[config.mk]
export PLATFORM = sky130hd
export DESIGN_NAME = pulse_glitch_filter
export DESIGN_NICKNAME = d
export VERILOG_FILES = /design/src/rtl/pgf_pkg.sv /design/src/rtl/pgf_sync.sv /design/src/rtl/pgf_cfg.sv /design/src/rtl/pgf_lane.sv /design/src/rtl/pulse_glitch_filter.sv
export SDC_FILE = /design/constraint.sdc
export NUM_CORES = 1
export LEC_CHECK = 0
export ABC_AREA = 1
export BUFFER_PORTS_ARGS = -buffer_cell sky130_fd_sc_hd__buf_2
export CAP_MARGIN = 5
export CORE_MARGIN = 10
export CORE_UTILIZATION = 40
export DETAILED_ROUTE_END_ITERATION = 16
export GPL_TIMING_DRIVEN = 0
export SLEW_MARGIN = 20
export SYNTH_ARGS = -nofsm -noshare
export SYNTH_HDL_FRONTEND = slang
export SYNTH_SLANG_ARGS = --single-unit
[constraint.sdc]
create_clock -name clk -period 5.7 [get_ports clk]
set_input_delay 0.285 -clock clk [delete_from_list [all_inputs] [get_ports clk]]
set_output_delay 0.285 -clock clk [all_outputs]
set_load 0.05 [all_outputs]
[src/rtl/pgf_pkg.sv]
package pgf_pkg;

    // Per-lane qualification state
    typedef enum logic {
        ST_STABLE = 1'b0,   // synchronised input matches filtered level
        ST_QUAL   = 1'b1    // timing a differing input
    } lane_state_e;

endpackage

[src/rtl/pgf_sync.sv]
module pgf_sync #(
    parameter int WIDTH = 4
) (
    input  logic             clk,
    input  logic             rst_n,
    input  logic [WIDTH-1:0] d_async,
    output logic [WIDTH-1:0] q_sync
);

    logic [WIDTH-1:0] meta_q;
    logic [WIDTH-1:0] sync_q;

    // Two-stage synchroniser, one stage pair per bit
    always_ff @(posedge clk or negedge rst_n) begin
        if (!rst_n) begin
            meta_q <= '0;
            sync_q <= '0;
        end else begin
            meta_q <= d_async;
            sync_q <= meta_q;
        end
    end

    assign q_sync = sync_q;

endmodule

[src/rtl/pgf_cfg.sv]
module pgf_cfg #(
    parameter int THR_W     = 10,
    parameter int RESET_THR = 16
) (
    input  logic             clk,
    input  logic             rst_n,
    input  logic             wr,
    input  logic             en_in,
    input  logic [THR_W-1:0] thr_in,
    output logic             en_q,
    output logic [THR_W-1:0] thr_q
);

    localparam logic [THR_W-1:0] THR_RST = THR_W'(RESET_THR);

    always_ff @(posedge clk or negedge rst_n) begin
        if (!rst_n) begin
            en_q  <= 1'b1;
            thr_q <= THR_RST;
        end else if (wr) begin
            en_q  <= en_in;
            thr_q <= thr_in;
        end
    end

    AST_CFG_HOLD: assert property (@(posedge clk) disable iff (!rst_n)
        !wr |=> ($stable(en_q) && $stable(thr_q)));

endmodule

[src/rtl/pgf_lane.sv]
module pgf_lane
    import pgf_pkg::*;
#(
    parameter int THR_W = 10
) (
    input  logic             clk,
    input  logic             rst_n,
    input  logic             en,
    input  logic [THR_W-1:0] thr,
    input  logic             s_in,
    output logic             level,
    output logic             rise,
    output logic             fall
);

    localparam int CW = THR_W + 1;

    lane_state_e      state_q, state_nxt;
    logic [THR_W-1:0] cnt_q, cnt_nxt;
    logic             level_q, level_nxt;
    logic             rise_q, fall_q;
    logic [CW-1:0]    cnt_inc;
    logic             differs;
    logic             met;

    assign differs = (s_in != level_q);
    assign cnt_inc = {1'b0, cnt_q} + CW'(1);
    assign met     = (cnt_inc >= {1'b0, thr});

    // State register process
    always_ff @(posedge clk or negedge rst_n) begin
        if (!rst_n) begin
            state_q <= ST_STABLE;
            cnt_q   <= '0;
            level_q <= 1'b0;
            rise_q  <= 1'b0;
            fall_q  <= 1'b0;
        end else begin
            state_q <= state_nxt;
            cnt_q   <= cnt_nxt;
            level_q <= level_nxt;
            rise_q  <= level_nxt & ~level_q;
            fall_q  <= ~level_nxt & level_q;
        end
    end

    // Transition process
    always_comb begin
        state_nxt = state_q;
        unique case (state_q)
            ST_STABLE: begin
                if (en && differs && !met) state_nxt = ST_QUAL;
                else                       state_nxt = ST_STABLE;
            end
            ST_QUAL: begin
                if (!en || !differs || met) state_nxt = ST_STABLE;
                else                        state_nxt = ST_QUAL;
            end
            default: state_nxt = ST_STABLE;
        endcase
    end

    // Output / datapath process
    always_comb begin
        level_nxt = level_q;
        cnt_nxt   = '0;
        if (!en) begin
            level_nxt = s_in;
        end else if (differs && met) begin
            level_nxt = s_in;
        end
        if (state_nxt == ST_QUAL) cnt_nxt = cnt_inc[THR_W-1:0];
    end

    assign level = level_q;
    assign rise  = rise_q;
    assign fall  = fall_q;

    AST_STROBE_EXCL: assert property (@(posedge clk) disable iff (!rst_n)
        !(rise_q && fall_q));
    AST_RISE_EDGE: assert property (@(posedge clk) disable iff (!rst_n)
        rise_q |-> (level_q && !$past(level_q)));
    AST_FALL_EDGE: assert property (@(posedge clk) disable iff (!rst_n)
        fall_q |-> (!level_q && $past(level_q)));
    AST_LEVEL_SOURCE: assert property (@(posedge clk) disable iff (!rst_n)
        !$stable(level_q) |-> (level_q == $past(s_in)));
    AST_BYPASS_FOLLOW: assert property (@(posedge clk) disable iff (!rst_n)
        !en |=> (level_q == $past(s_in)));
    AST_QUAL_BELOW: assert property (@(posedge clk) disable iff (!rst_n)
        ($stable(thr) && state_q == ST_QUAL) |-> ({1'b0, cnt_q} < {1'b0, thr}));

endmodule

[src/rtl/pulse_glitch_filter.sv]
module pulse_glitch_filter #(
    parameter int NUM_CH    = 2,
    parameter int THR_W     = 10,
    parameter int RESET_THR = 16
) (
    input  logic              clk,
    input  logic              rst_n,
    input  logic              cfg_wr,
    input  logic              cfg_en,
    input  logic [THR_W-1:0]  cfg_width,
    input  logic [NUM_CH-1:0] raw_cnt,
    input  logic [NUM_CH-1:0] raw_ctl,
    output logic [NUM_CH-1:0] cnt_lvl,
    output logic [NUM_CH-1:0] cnt_rise,
    output logic [NUM_CH-1:0] cnt_fall,
    output logic [NUM_CH-1:0] ctl_lvl,
    output logic [NUM_CH-1:0] ctl_rise,
    output logic [NUM_CH-1:0] ctl_fall
);

    // Lanes 0..NUM_CH-1 carry count inputs, NUM_CH..2*NUM_CH-1 control inputs
    localparam int NLANE = 2 * NUM_CH;

    logic             en_q;
    logic [THR_W-1:0] thr_q;
    logic [NLANE-1:0] raw_all, sync_all;
    logic [NLANE-1:0] lvl_all, rise_all, fall_all;

    assign raw_all = {raw_ctl, raw_cnt};

    pgf_cfg #(.THR_W(THR_W), .RESET_THR(RESET_THR)) u_cfg (
        .clk(clk), .rst_n(rst_n), .wr(cfg_wr), .en_in(cfg_en),
        .thr_in(cfg_width), .en_q(en_q), .thr_q(thr_q)
    );

    pgf_sync #(.WIDTH(NLANE)) u_sync (
        .clk(clk), .rst_n(rst_n), .d_async(raw_all), .q_sync(sync_all)
    );

    for (genvar g = 0; g < NLANE; g++) begin : g_lane
        pgf_lane #(.THR_W(THR_W)) u_lane (
            .clk(clk), .rst_n(rst_n), .en(en_q), .thr(thr_q),
            .s_in(sync_all[g]), .level(lvl_all[g]),
            .rise(rise_all[g]), .fall(fall_all[g])
        );
    end

    assign cnt_lvl  = lvl_all[NUM_CH-1:0];
    assign cnt_rise = rise_all[NUM_CH-1:0];
    assign cnt_fall = fall_all[NUM_CH-1:0];
    assign ctl_lvl  = lvl_all[NLANE-1:NUM_CH];
    assign ctl_rise = rise_all[NLANE-1:NUM_CH];
    assign ctl_fall = fall_all[NLANE-1:NUM_CH];

endmodule

# Yosys cells after proc, flatten, opt, wreduce, memory -nomap -nowiden
# Cells that the tools add are included.
op_classes:
  mux: 24
  order_cmp: 4
  n_eq_ne: 4
  reduce_logical: 29
  addsub: 4
  bitwise: 20
ops:
  columns: ["cell", "count"]
  rows:
  - ["$add 10x1->11 const B", 4]
  - ["$ge 11x10->1", 4]
  - ["$mux 10", 4]
  - ["$mux 1", 16]
  - ["$logic_and 1x1->1", 12]
  - ["$not 1->1", 12]
  - ["$logic_not 1->1", 9]
  - ["$and 1x1->1", 8]
  - ["$logic_or 1x1->1", 8]
  - ["$pmux 1 s2", 4]
  - ["$ne 1x1->1", 4]
totals:
  input_bits: 18
  regBits: 75

# Logic depth before layout (Yosys ltp)
# Gate-level depths: netlist of the first run.
logic_depth:
  depth_word: 7
  ltp_mapped: 17

# By module
# From an unflattened synthesis of the first run, not the netlist that was laid out.
unflattened:
  hier_cells: 579
  area_unflattened_um2: 4593.2
by_module_without_submodules:
  columns: ["module", "area_each_um2", "cells_each", "n_inst"]
  rows:
  - ["pgf_lane", 992.2, 131, 4]
  - ["pgf_cfg", 424.2, 47, 1]
  - ["pgf_sync", 200.2, 8, 1]

# Least setup slack after synthesis of the first run
# Ideal clock, no wire load.
synth_timing:
  path_type: "register to register"
  start: "reg g_lane[1].u_lane.cnt_q[0]"
  end: "reg g_lane[1].u_lane.cnt_q[0]"
  n_path_buf: 1
  t_arrival_ns: 2.094
  setup_time_ns: 0.072
  t_required_ns: 5.628
  setup_slack_ns: 3.535
  stages_incl_launch_ff: 14
  cell_sequence: "dfrtp_1 ha_1 inv_1 nor2_1 nand3_1 xor2_1 ha_1 a21oi_1 o21a_1 nand2_1 nand3_1 nand3_2 buf_6 nor2_1"
synth_between:
  elab_chain_cells: 7
  elab_cells_between_ends: 9
synth_lines:
  columns: ["item", "line", "rtl"]
  rows:
  - ["start, declared", "pgf_lane.sv:19", "logic [THR_W-1:0] cnt_q, cnt_nxt;"]
  - ["start signal, assigned", "pgf_lane.sv:40", "cnt_q <= cnt_nxt;"]
  - ["$add 10x1->11 (*)", "pgf_lane.sv:27", "assign cnt_inc = {1'b0, cnt_q} + CW'(1);"]
  - ["$ge 11x10->1", "pgf_lane.sv:28", "assign met = (cnt_inc >= {1'b0, thr});"]
  - ["$logic_not 1->1", "pgf_lane.sv:52", "if (en && differs && !met) state_nxt = ST_QUAL;"]
  - ["$logic_and 1x1->1", "pgf_lane.sv:52", null]
  - ["$mux 1", "pgf_lane.sv:52", null]
  - ["$pmux 1 s2", "pgf_lane.sv:50", "unique case (state_q)"]
  - ["$mux 10 (*)", "pgf_lane.sv:72", "if (state_nxt == ST_QUAL) cnt_nxt = cnt_inc[THR_W-1:0];"]
  - ["net g_lane[1].u_lane.cnt_nxt[0]", "pgf_lane.sv:19", null]
# Mark *: on every way through the listed nets, which the timed path passes. The rest lies on a longest branch.
# A chain may end at the register's enable or synchronous reset.

# Worst setup path after layout of the first run
layout_timing:
  start: "reg g_lane[1].u_lane.cnt_q[0]"
  end: "reg g_lane[1].u_lane.cnt_q[7]"
# Same word-level chain as after synthesis.

==> results of run 1 <==
==> through the flow <==
stage / cells / utilization / total power [uW] / hold slack (ns)
2_1_floorplan: 514 / - / 678 / -0.0106
3_3_place_gp: 679 / 0.440 / 724 / 0.333
3_5_place_dp: 680 / 0.443 / 733 / 0.230
4_1_cts: 697 / 0.461 / 1120 / 0.0140
5_1_grt: 697 / 0.461 / 1170 / 0.00681
6_report: 697 / 0.461 / 1100 / 0.0331
==> cell type report <==
type,instances,share of cell area
Tap cell,136,0.0357
Sequential cell,71,0.374
Clock inverter,5,0.0105
Clock buffer,11,0.0276
Inverter,88,0.0693
Buffer,18,0.0299
Timing Repair Buffer,31,0.0389
Multi-Input combinational cell,337,0.414
==> cells in the final DEF, fill, tap and decap left out, types with 6 or more instances in the layout <==
cell / count
sky130_fd_sc_hd__dfrtp_1: 69
sky130_fd_sc_hd__ha_1: 44
sky130_fd_sc_hd__clkbuf_8: 9
sky130_fd_sc_hd__o21ai_0: 13
sky130_fd_sc_hd__xor2_1: 18
sky130_fd_sc_hd__buf_2: 28
sky130_fd_sc_hd__a21oi_1: 15
sky130_fd_sc_hd__nor2_1: 62
sky130_fd_sc_hd__nand4_1: 6
sky130_fd_sc_hd__buf_4: 13
sky130_fd_sc_hd__nor2_2: 7
sky130_fd_sc_hd__nand2_1: 114
sky130_fd_sc_hd__nand3_1: 21
sky130_fd_sc_hd__inv_1: 84
==> state kept, by name (all words and copies together) (netlist names) <==
signal / cells
g_lane.u_lane.cnt_q: 40
g_lane.u_lane.fall: 4
g_lane.u_lane.level: 4
g_lane.u_lane.rise: 4
u_cfg.en_q: 1
u_cfg.thr_q: 10
u_sync.meta_q: 4
u_sync.q_sync: 4
==> cell families after synthesis <==
kind of cell	count (synthesis)	synth area share
AO/OA/AOI/OAI	43	0.0580
XOR/XNOR	20	0.0414
adder cells (fa/ha/maj)	44	0.130
buffers and inverters	106	0.112
flip-flops	71	0.421
multiplexers	1	0.00266
AND/OR/NAND/NOR	229	0.235
==> power groups by stage <==
stage / Sequential, uW / Combinational, uW / Clock (uW)
finish: 541 / 180 / 383
global route: 544 / 206 / 419
CTS: 541 / 184 / 397
detailed placement: 551 / 183 / 0
global placement: 550 / 174 / 0
floorplan: 547 / 131 / 0
==> per-layer routing <==
| layer | up-vias | global-route usage |
|---|---|---|
| li1 | 1681 | - |
| met3 | 11 | 0.0285 |
| met1 | 1484 | 0.127 |
| met5 | - | 0 |
| met2 | 24 | 0.202 |
| met4 | 0 | 0.0611 |
==> final timing paths <==
kind                                                      from                             endpoint  slack [ns]  cells past startpoint
max                        g_lane[1].u_lane.cnt_q[0]$_DFF_PN0_  g_lane[1].u_lane.cnt_q[7]$_DFF_PN0_        3.14                     13
min                                                 raw_cnt[0]           u_sync.meta_q[0]$_DFF_PN0_        0.03                      1
max reg2reg                g_lane[1].u_lane.cnt_q[0]$_DFF_PN0_  g_lane[1].u_lane.cnt_q[7]$_DFF_PN0_        3.14                     13
min reg2reg                         u_sync.meta_q[1]$_DFF_PN0_           u_sync.q_sync[1]$_DFF_PN0_        0.35                      0
max in group asynchronous                                rst_n           u_cfg.thr_q[4]$_DFFE_PN1P_        4.71                      3
min in group asynchronous                                rst_n           u_sync.q_sync[2]$_DFF_PN0_        0.40                      2
==> summary.md, run 1 <==
The final-report setup violation count was 0. The most common cell in the synthesized netlist is sky130_fd_sc_hd__nand2_1. The worst setup path is captured at a flip-flop.

The share of the synthesized area in the top cell type came out at 0.409. The post-route clock period utilization works out to 0.449. The fraction of power spent switching nets came out at 0.285. The critical path contains buffers and inverters numbering 2 combined. The tools report the number of endpoints with negative hold slack in the final report as 0. Dividing the synthesized area by the synthesized cell count gives 8.22 um^2.

Layout cell share with drive strength beyond 1: 0.150. After detailed routing, the met3 layer carries 177 um of wire. By area the synthesized netlist is led by sky130_fd_sc_hd__dfrtp_1 41%, sky130_fd_sc_hd__ha_1 13%, sky130_fd_sc_hd__nand2_1 10%.

Cell internal power was estimated by the tool at 790 uW. The flow ran to the end, and the final reports show no timing, DRC or antenna violations. The area growth from synthesis to layout is 12.7%, and the setup slack of the critical path after layout is 3.14 ns. The analysis attributes to net switching a power of 315 uW.

The synthesized netlist cell count is 514. For the area taken by multi-input logic gates, the log shows 1970 um^2. The number of global-route vias before repair is 3195. By count the netlist is led by 114 x sky130_fd_sc_hd__nand2_1, 84 x sky130_fd_sc_hd__inv_1, 69 x sky130_fd_sc_hd__dfrtp_1. In this design, the largest share of critical-path delay is due to simple AND/OR/NAND/NOR gates.

The placement row count is 37, and the shortest clock period the worst path allows after layout is 2.56 ns. For this run, the top clock speed supported by timing is 0.390 GHz. During placement, the flow inserted port buffers numbering 29. Summed over all cells, the static leakage comes to 0.00262 uW. The die is 123 um tall. The aggregate negative setup slack was 0 ns. The run gives 3.73 mm as the routed metal-1 wirelength. Yosys mapped the design onto 31 distinct sky130hd cell types.

The critical path is of the reg -> reg type. The number of setup buffers added after CTS is 0. Initial core utilization: 0.409.

The floorplan step defined a die boundary enclosing 15100 um^2. The number of max-slew violations in the final report is 0. Setup repair after global routing left no endpoint under its margin.

The logs give 1780 um^2 for the combined flip-flop and latch cell area and 14.0 mm for the wire length of the first global-routing pass. Entering global routing, the biggest net connects 45 pins. Area of the core region: 10300 um^2.

The routed via count divided by cell count was 4.59; the number of antenna violations at the first check in global routing was 0. The share of total power in sequential cells came out at 0.490. The worst setup path is launched from a flip-flop. On the worst path, the slowest cell contributes a delay of 0.46 ns. The finished cells cover 4760 um^2.

Across the routed clock network, the largest skew measured is 0.0117 ns. The logs give 0.116 for the global-route usage over all layers and 0 for the DRC violations left. The tools report the total I/O pin count as 30. Slowest cell on the critical path: sky130_fd_sc_hd__dfrtp_1. The pre-antenna-repair detailed-routing pass consisted of 4 iterations.

The post-synthesis net count is 576. The clock reaches the later pin of the worst-skew pair after 0.35 ns. Wires add up to 8.22 mm. The final estimated routing congestion in global placement came out at 0.830. Clock tree synthesis selected as its root buffer the cell sky130_fd_sc_hd__clkbuf_8. The tools report the critical path data arrival time as 2.84 ns.

The run gives 0 as the antenna violation net count after detailed routing. The routed layout has 3200 vias. TritonCTS built the clock tree.

The worst-case headroom to the max-slew limit came out at 0.698. The part of the Yosys area used for sequential elements was 0.421. The signal on the critical path passes through ha_1 -> inv_1 -> nor2_1 -> nand3_1 -> xor2_1 -> ha_1 -> a21oi_1 -> o21a_1 -> nand2_1 -> nand3_1 -> nand3_2 -> buf_6 -> nor2_1. The logs give 3.13 ns for the worst setup slack after placement and 9 for the number of buffers added by the clock tree synthesis step. The power density over the cells came out at 232 nW/um^2. The reported max-cap violation count was 0; the number of synthesis warnings was 0.

Counting flops with a built-in enable in the synthesized netlist gives 0. The share of synthesized registers carrying an async set or reset works out to 1.00. The logs give 1 for the count of hold-fix buffers inserted at cts and 0.163 for the fraction of power consumed by combinational cells.

The synthesized design spends more area on one cell type than any other, namely sky130_fd_sc_hd__dfrtp_1. For the worst setup path, the data required time is 5.98 ns. The clock net in this run drives a total of 71 sinks.

At the pin with the least slew margin, the transition time is 0.453 ns. After detailed routing, the met2 layer carries 4.17 mm of wire. The maximum clock insertion buffer count came out at 2.

The die is 123 um wide. For the clock network fraction of design power, the log shows 0.347. The synthesized netlist occupies a cell area of 4230 um^2. The highest fanout seen on the critical path is 9, and the register clock-pin slew on the reported worst setup and hold paths is 0.08 ns. For this run the aggregate overflow at the end of global routing stands at 0.

The worst hold path belongs to the class in -> reg. The routed wire length per instance is 11.8 um. Once placement finished, the instance area stood at 4570 um^2.

IR analysis of the VDD net gives a maximum drop of 99.7 uV. Once the clock tree was built, the resizer swapped 0 gates to a different size. The dominant register cell in the synthesized netlist was sky130_fd_sc_hd__dfrtp_1. For the number of H-tree levels, the log shows 3. The number of antenna diodes was 0; the initial DRC count was 104. The net count of the finished layout is 618. Summed over all nets, the half-perimeter wirelength after detailed placement is 6.44 mm. For the layout filler cell count, the log shows 1000. The post-synthesis register bit count works out to 71. The top metal layer carrying routed signals was met4.
Power figures use the tool's default switching activity.
==> inputs of run 2 (changes only) <==
==> constraint.sdc (replaced) <==
create_clock -name clk -period 2.55 [get_ports clk]
set_input_delay 0.1275 -clock clk [delete_from_list [all_inputs] [get_ports clk]]
set_output_delay 0.1275 -clock clk [all_outputs]
set_load 0.05 [all_outputs]
==> run 2 against run 1 <==
Net effect:
- non-clock buffer count is 20 higher
- wire length is 5.6% higher
- final cell count is 2.9% higher
- clock power is 120% higher
- utilization is 2.8 points higher
- combinational power is 150% higher
- critical path type unchanged
- largest power group unchanged
==> summary.md, run 2 (synthesized netlist as in run 1, its figures left out) <==
The buffers plus inverters on the worst setup path was 2 (unchanged). The critical path class was reg -> reg (unchanged). The nature of the critical path startpoint was a flip-flop (unchanged). The tools report the die outline area as 15100 um^2 (unchanged). Cell-by-cell listing of the critical path: ha_2 -> nand3_2 -> nor2_4 -> nand2_1 -> xor2_2 -> inv_1 -> ha_1 -> a21oi_1 -> o21a_1 -> nand2_1 -> nand2_2 -> nand3_2 -> buf_6 -> nor2_1 (was ha_1 -> inv_1 -> nor2_1 -> nand3_1 -> xor2_1 -> ha_1 -> a21oi_1 -> o21a_1 -> nand2_1 -> nand3_1 -> nand3_2 -> buf_6 -> nor2_1). Die boundary height: 123 um (unchanged).

The tools report the total number of clock tree sinks as 71 (unchanged). The endpoint required time on the critical path was 2.82 ns (was 5.98 ns); the register clock-pin slew on the reported worst setup and hold paths was 0.07 ns (was 0.08 ns). The run gives 4 (unchanged) as the first-pass detailed-route iteration total.

The horizontal extent of the die was 123 um (unchanged). For the worst setup slack after placement, the log shows -0.0156 ns (was 3.13 ns). Class of the tightest hold or removal check: in -> reg (unchanged). The number of non-filler instances in the completed layout is 717 (was 697), and the power density over the cells is 496 nW/um^2 (was 232 nW/um^2). The logs give 0 (unchanged) for the number of endpoints with negative hold slack in the final report and 0.156 ns (was 3.14 ns) for the setup slack of the critical path after layout. The total of buffers placed on input and output ports was 29 (unchanged); the post-route clock period utilization was 0.939 (was 0.449).

The shortest clock period the worst path allows after layout works out to 2.39 ns (was 2.56 ns). The worst-case reg-to-reg path depth came out at 14 (was 13). Capture point of the worst reg-to-reg path: g_lane[2].u_lane.cnt_q[6]$_DFF_PN0_ (was g_lane[1].u_lane.cnt_q[7]$_DFF_PN0_).

The maximum number of pins on one net before global-route repair was 45 (unchanged); the peak supply drop was 223 uV (was 99.7 uV). For the final-stage net count, the log shows 638 (was 618). The instance count after placement with tap cells included is 680 (unchanged).

The global-route usage over all layers was 0.117 (was 0.116). The flow ran to the end, and the final reports show no timing, DRC or antenna violations. The maximum single-stage delay on the critical path was 0.41 ns (was 0.46 ns). The number of max-slew violations in the final report was 0 (unchanged). Area of the core region: 10300 um^2 (unchanged).

The maximum clock insertion buffer count was 2 (unchanged). The beginning of the worst hold path was cfg_width[1] (was raw_cnt[0]). Largest registers ranked by flip-flop count: g_lane.u_lane.cnt_q: 40 flops, u_cfg.thr_q: 10 flops (unchanged).

The tools report the origin of the critical flop-to-flop path as g_lane[2].u_lane.cnt_q[0]$_DFF_PN0_ (was g_lane[1].u_lane.cnt_q[0]$_DFF_PN0_). The slowest cell on the critical path is sky130_fd_sc_hd__dfrtp_1 (unchanged). The total I/O pin count came out at 30 (unchanged).

Endpoint kind of the worst setup timing path: a flip-flop (unchanged). The wire length of the first global-routing pass is 14.2 mm (was 14.0 mm), and the number of antenna violations at the first check in global routing is 0 (unchanged). Register-to-register path setup slack: 0.16 ns (was 3.14 ns). The tools report the post-route core utilization as 0.489 (was 0.461). Leakage power total: 0.00272 uW (was 0.00262 uW). The worst setup skew after layout came out at 0.0112 ns (was 0.0117 ns). The logs give 98 (was 104) for the initial DRC count and 0.409 (unchanged) for the initial core utilization. Highest fanout seen on the critical path: 9 (unchanged).

The final estimated routing congestion in global placement was 0.830 (unchanged). The later-pin clock latency in the skew report is 0.35 ns (about the same), and the area growth from synthesis to layout is 19.5% (was 12.7%). For the number of H-tree levels, the log shows 3 (unchanged). The number of flip-flops in the largest register was 40 (unchanged). The commonest non-fill, non-tap cell in the layout is sky130_fd_sc_hd__nand2_1 (unchanged).

Setup repair after global routing could not meet its margin everywhere. The routed via count divided by cell count is 4.60 (was 4.59), and the sum of routed wire length over all layers is 8.69 mm (was 8.22 mm). The final-report setup violation count was 0 (unchanged); the antenna violation net count after detailed routing was 0 (unchanged).

The detailed-placement wirelength estimate is 6.44 mm (unchanged). The root cell of the clock tree is sky130_fd_sc_hd__clkbuf_8 (unchanged). TritonCTS built the clock tree.

The layout cell share with drive strength beyond 1 is 0.182 (was 0.150). The tools report the sum of overflow across all layers after global routing as 0 (unchanged). The top cell family by delay on the critical path is simple AND/OR/NAND/NOR gates (unchanged). The number of cells traversed by the worst hold path works out to 3 (was 1).

The DRC violations left is 0 (unchanged). The number of buffers added by the clock tree synthesis step is 9 (unchanged). The routed wire length per instance came out at 12.1 um (was 11.8 um). The number of global-route vias before repair is 3239 (was 3195). The reported max-cap violation count was 0 (unchanged).

Leading cell types in the layout, fill and taps excluded: 113 x sky130_fd_sc_hd__nand2_1, 84 x sky130_fd_sc_hd__inv_1, 66 x sky130_fd_sc_hd__dfrtp_1 (was 114 x sky130_fd_sc_hd__nand2_1, 84 x sky130_fd_sc_hd__inv_1, 69 x sky130_fd_sc_hd__dfrtp_1). The run gives 37 (unchanged) as the placement row count. The worst-case headroom to the max-slew limit was 0.693 (was 0.698). The tools report the worst-case hold path end point as u_cfg.thr_q[1]$_DFFE_PN0P_ (was u_sync.meta_q[0]$_DFF_PN0_). Via count: 3295 (was 3200).

The achievable frequency is 0.418 GHz (was 0.390 GHz). The logs give 0 (unchanged) for the number of antenna diodes and 2.67 ns (was 2.84 ns) for the critical path data arrival time. The slew at the pin closest to its max-slew limit was 0.460 ns (was 0.453 ns). The register name with the most flops was g_lane.u_lane.cnt_q (unchanged).
[run 2: cell types whose count changed in the layout (fill, tap and decap cells not counted), moves of 3 or more]
cell                            previous run  this run
sky130_fd_sc_hd__dlygate4sd3_1             1        15
sky130_fd_sc_hd__xor2_1                   18        13
sky130_fd_sc_hd__dfrtp_1                  69        66
sky130_fd_sc_hd__dfrtp_2                   0         3
sky130_fd_sc_hd__xor2_2                    0         5
sky130_fd_sc_hd__nor2_2                    7         3
sky130_fd_sc_hd__buf_4                    13        19
sky130_fd_sc_hd__nor2_4                    0         6
[run 2: worst max path at each step]
stage	slack (ns)	start	cells after the start	endpoint
after floorplan	0.38	g_lane[1].u_lane.cnt_q[0]$_DFF_PN0_	13	g_lane[1].u_lane.cnt_q[0]$_DFF_PN0_
after detailed placement	-0.02	g_lane[1].u_lane.cnt_q[0]$_DFF_PN0_	13	g_lane[1].u_lane.cnt_q[6]$_DFF_PN0_
after global routing	-0.07	g_lane[0].u_lane.cnt_q[0]$_DFF_PN0_	15	g_lane[0].u_lane.cnt_q[8]$_DFF_PN0_
after global placement	0.04	g_lane[0].u_lane.cnt_q[0]$_DFF_PN0_	15	g_lane[0].u_lane.cnt_q[4]$_DFF_PN0_
final	0.16	g_lane[2].u_lane.cnt_q[0]$_DFF_PN0_	14	g_lane[2].u_lane.cnt_q[6]$_DFF_PN0_
after CTS	0.02	g_lane[1].u_lane.cnt_q[0]$_DFF_PN0_	13	g_lane[1].u_lane.cnt_q[0]$_DFF_PN0_
[run 2: layer usage]
layer  vias to the layer above  GRT usage  share of wire
met2                        29      0.204           0.52
met1                      1537      0.131           0.44
met5                         -          0              0
met4                         0     0.0611          0.017
met3                        11     0.0266          0.018
li1                       1718          -              -
[run 2: cell type report]
cell class / count / area, um^2
well taps: 136 / 170
repair buffers: 51 / 370
multi-input cells: 337 / 2070
flip-flops and latches: 71 / 1780
fillers: 969 / 5270
clock inverters: 5 / 50.0
clock buffers: 11 / 131
plain buffers: 18 / 143
inverters: 88 / 330
[run 2: worst reg2reg max path, stage by stage, from the launching register on]
cell and delay (ns):
sky130_fd_sc_hd__dfrtp_1 0.41, sky130_fd_sc_hd__ha_2 0.22, sky130_fd_sc_hd__nand3_2 0.11, sky130_fd_sc_hd__nor2_4 0.14, sky130_fd_sc_hd__nand2_1 0.11, sky130_fd_sc_hd__xor2_2 0.18
sky130_fd_sc_hd__inv_1 0.07, sky130_fd_sc_hd__ha_1 0.30, sky130_fd_sc_hd__a21oi_1 0.16, sky130_fd_sc_hd__o21a_1 0.13, sky130_fd_sc_hd__nand2_1 0.06, sky130_fd_sc_hd__nand2_2 0.11
sky130_fd_sc_hd__nand3_2 0.09, sky130_fd_sc_hd__buf_6 0.14, sky130_fd_sc_hd__nor2_1 0.10
[run 2: where the power goes]
part	internal (uW)	total [uW]	switching [uW]
clock network	446	856	411
logic	170	444	274
registers	1180	1210	29.3
[run 2: stage by stage]
step	hold slack [ns]	power [uW]	cell area, um^2	setup TNS, ns
finish	0.0320	2510	5050	0
global route	0.00897	2650	5050	-0.924
CTS	0.0130	2520	4900	0
detailed placement	0.0728	1640	4570	-0.0801
global placement	0.236	1620	4540	0
floorplan	-0.168	1520	4230	0
[run 2: timing repair]
action	in CTS	in global routing
cloned	0	0
pin swaps	0	0
endpoints found under the setup margin	9	46
buffers inserted	0	6
hold buffers	15	0
hold endpoints to repair	41	0
gates resized for setup	1	21
==> inputs of run 3 (changes only) <==
--- a/config.mk
+++ b/config.mk
@@ -8,10 +8,13 @@
 export ABC_AREA = 1
 export BUFFER_PORTS_ARGS = -buffer_cell sky130_fd_sc_hd__buf_2
 export CAP_MARGIN = 5
+export CELL_PAD_IN_SITES_DETAIL_PLACEMENT = 1
+export CELL_PAD_IN_SITES_GLOBAL_PLACEMENT = 1
 export CORE_MARGIN = 10
 export CORE_UTILIZATION = 40
 export DETAILED_ROUTE_END_ITERATION = 16
 export GPL_TIMING_DRIVEN = 0
+export PLACE_DENSITY_LB_ADDON = 0.1
 export SLEW_MARGIN = 20
 export SYNTH_ARGS = -nofsm -noshare
 export SYNTH_HDL_FRONTEND = slang
==> run 3 against run 2 <==
Net effect:
- non-clock buffer count grew 6
- register-to-register slack gained 0.04 ns
- critical path depth is the same
- combinational power grew 4.7%
- critical path type unchanged
- sequential share of layout area shrank 0.52 points
- hold slack lost 0.023 ns
- total power grew 1.0%
- largest power group unchanged
- highest routed layer unchanged
==> summary.md, run 3 (synthesized netlist as in run 1, its figures left out) <==
The run finished with clean final reports. The logs give 0.497 (was 0.489) for the post-route core utilization and 0 (unchanged) for the number of antenna violations at the first check in global routing. For the sum of overflow across all layers after global routing, the log shows 0 (unchanged). The maximum clock insertion buffer count is 2 (unchanged), and the first-pass detailed-route iteration total is 4 (unchanged). Cell-by-cell listing of the critical path: ha_2 -> nand3_2 -> nor2_4 -> nand2_1 -> xor2_2 -> inv_1 -> ha_1 -> a21oi_1 -> o21a_1 -> nand2_1 -> nand2_2 -> nand3_2 -> buf_6 -> nor2_1 (unchanged).

Horizontal extent of the die: 123 um (unchanged). The critical path class was reg -> reg (unchanged). For the initial core utilization, the log shows 0.409 (unchanged).

The register name with the most flops is g_lane.u_lane.cnt_q (unchanged). The routed via count divided by cell count works out to 4.78 (was 4.60). The tools report the root cell of the clock tree as sky130_fd_sc_hd__clkbuf_8 (unchanged). The maximum single-stage delay on the critical path was 0.40 ns (was 0.41 ns); the area of the core region was 10300 um^2 (unchanged).

The slew at the pin closest to its max-slew limit came out at 0.491 ns (was 0.460 ns). The peak supply drop was 205 uV (was 223 uV); the global routing usage on met3 was 0.0216 (was 0.0266). The run gives 0 (unchanged) as the reported max-cap violation count.

The shortest clock period the worst path allows after layout came out at 2.36 ns (was 2.39 ns). Highest-utilization routing layer at the global route stage: met2 (unchanged). Largest registers ranked by flip-flop count: g_lane.u_lane.cnt_q: 40 flops, u_cfg.thr_q: 10 flops (unchanged). The endpoint kind of the worst setup timing path was a flip-flop (unchanged). The beginning of the worst hold path was cfg_width[1] (unchanged). The tools report the number of antenna diodes as 0 (unchanged). TritonCTS built the clock tree.

The tools report the nature of the critical path startpoint as a flip-flop (unchanged). The buffers plus inverters on the worst setup path was 2 (unchanged); the worst-case headroom to the max-slew limit was 0.673 (was 0.693). The leakage power total was 0.00275 uW (was 0.00272 uW); the worst-case reg-to-reg path depth was 14 (unchanged).

The total of buffers placed on input and output ports was 29 (unchanged); the number of global-route vias before repair was 3555 (was 3239). The final-report setup violation count came out at 0 (unchanged). The layout cell share with drive strength beyond 1 was 0.203 (was 0.182); the number of non-filler instances in the completed layout was 723 (was 717). The class of the tightest hold or removal check is in -> reg (unchanged). The area growth from synthesis to layout was 21.3% (was 19.5%); the number of max-slew violations in the final report was 0 (unchanged).

The total I/O pin count was 30 (unchanged). Register-to-register path setup slack: 0.19 ns (was 0.16 ns). The power density over the cells was 494 nW/um^2 (was 496 nW/um^2).

The antenna violation net count after detailed routing is 0 (unchanged). For the endpoint required time on the critical path, the log shows 2.83 ns (was 2.82 ns). The initial DRC count came out at 87 (was 98). The total number of clock tree sinks was 71 (unchanged); the number of cells traversed by the worst hold path was 3 (unchanged). The layout filler cell count was 1275 (was 969); the placement row count was 37 (unchanged). The die boundary height is 123 um (unchanged). The achievable frequency is 0.424 GHz (was 0.418 GHz), and the register clock-pin slew on the reported worst setup and hold paths is 0.07 ns (about the same). Number of flip-flops in the largest register: 40 (unchanged). For the worst setup skew after layout, the log shows 0.0119 ns (was 0.0112 ns).

The routed wire length per instance works out to 14.0 um (was 12.1 um). The detailed-placement wirelength estimate came out at 7.51 mm (was 6.44 mm). The top cell family by delay on the critical path is simple AND/OR/NAND/NOR gates (unchanged). Number of endpoints with negative hold slack in the final report: 0 (unchanged). The worst-case hold path end point is u_cfg.thr_q[1]$_DFFE_PN0P_ (unchanged). The post-route clock period utilization is 0.925 (was 0.939). The run gives 2.64 ns (was 2.67 ns) as the critical path data arrival time.

The die outline area came out at 15100 um^2 (unchanged). The highest fanout seen on the critical path works out to 9 (unchanged). The logs give 644 (was 638) for the final-stage net count and 0.36 ns (was 0.35 ns) for the later-pin clock latency in the skew report.

The hold slack is 0.00870 ns (was 0.0320 ns). The commonest non-fill, non-tap cell in the layout is sky130_fd_sc_hd__nand2_1 (unchanged). The tools report the DRC violations left as 0 (unchanged). The capture point of the worst reg-to-reg path is g_lane[2].u_lane.cnt_q[5]$_DFF_PN0_ (was g_lane[2].u_lane.cnt_q[6]$_DFF_PN0_).

Leading cell types in the layout, fill and taps excluded: 112 x sky130_fd_sc_hd__nand2_1, 84 x sky130_fd_sc_hd__inv_1, 66 x sky130_fd_sc_hd__dfrtp_1 (was 113 x sky130_fd_sc_hd__nand2_1, 84 x sky130_fd_sc_hd__inv_1, 66 x sky130_fd_sc_hd__dfrtp_1). The origin of the critical flop-to-flop path was g_lane[2].u_lane.cnt_q[0]$_DFF_PN0_ (unchanged). The number of buffers added by the clock tree synthesis step is 9 (unchanged). For the final estimated routing congestion in global placement, the log shows 0.752 (was 0.830). The via count came out at 3458 (was 3295).

The global-route usage over all layers was 0.139 (was 0.117). Met1 global-route usage: 0.174 (was 0.131). The maximum number of pins on one net before global-route repair came out at 43 (was 45). The tools report the number of H-tree levels as 3 (unchanged).

The wire length of the first global-routing pass is 16.8 mm (was 14.2 mm), and the aggregate negative setup slack is 0 ns (unchanged). The instance count after placement with tap cells included was 680 (unchanged). The met2 global-route usage came out at 0.234 (was 0.204).

The sum of routed wire length over all layers came out at 10.1 mm (was 8.69 mm). The slowest cell on the critical path is sky130_fd_sc_hd__dfrtp_1 (unchanged).
[run 3: power by group]
part | total [uW] | switching, uW | leakage, uW | internal [uW]
logic | 465 | 289 | 0.00173 | 176
registers | 1210 | 31.4 | 0.000930 | 1180
clock network | 859 | 426 | 0.0000937 | 434
[run 3: worst min-delay path, stage by stage]
cell and delay [ns]:
sky130_fd_sc_hd__buf_2 0.09, sky130_fd_sc_hd__nand2_1 0.04, sky130_fd_sc_hd__o21ai_0 0.06
[run 3: stage by stage]
stage                     area (um^2)  setup slack (ns)  power [uW]
after CTS                        4890            0.0168        2540
final                            5130             0.192        2530
after global routing             5130           -0.0532        2680
after floorplan                  4230             0.385        1520
after detailed placement         4570           -0.0684        1660
after global placement           4540           -0.0257        1630
[run 3: final cells by class]
class	count	area (um^2)	area share
tap	136	170	0.0332
timing repair buffer	57	410	0.0800
multi-input combinational	337	2110	0.411
buffer	18	143	0.0278
inverter	88	330	0.0644
clock inverter	1	5.00	0.000976
clock buffer	15	176	0.0344
sequential	71	1780	0.348
[run 3: what timing repair did]
action | CTS | global route
hold endpoints to repair | 41 | 0
hold buffers | 13 | 0
pin swaps | 0 | 6
gates cloned | 0 | 1
resized for setup | 4 | 26
setup buffers | 0 | 13
endpoints found under the setup margin | 27 | 47
[run 3: worst max-delay path by stage]
stage,depth (start not counted),start,endpoint
2_1_floorplan,13,g_lane[1].u_lane.cnt_q[0]$_DFF_PN0_,g_lane[1].u_lane.cnt_q[0]$_DFF_PN0_
3_3_place_gp,13,g_lane[1].u_lane.cnt_q[0]$_DFF_PN0_,g_lane[1].u_lane.cnt_q[8]$_DFF_PN0_
3_5_place_dp,13,g_lane[1].u_lane.cnt_q[0]$_DFF_PN0_,g_lane[1].u_lane.cnt_q[4]$_DFF_PN0_
4_1_cts,13,g_lane[3].u_lane.cnt_q[0]$_DFF_PN0_,g_lane[3].u_lane.cnt_q[7]$_DFF_PN0_
5_1_grt,14,g_lane[2].u_lane.cnt_q[0]$_DFF_PN0_,g_lane[2].u_lane.cnt_q[4]$_DFF_PN0_
6_report,14,g_lane[2].u_lane.cnt_q[0]$_DFF_PN0_,g_lane[2].u_lane.cnt_q[5]$_DFF_PN0_
[run 3: layer usage]
metal  vias up  part of all wire
li1       1734                 -
met1      1693              0.47
met2        18              0.50
met3        13             0.015
met4         0             0.016
met5         -                 0
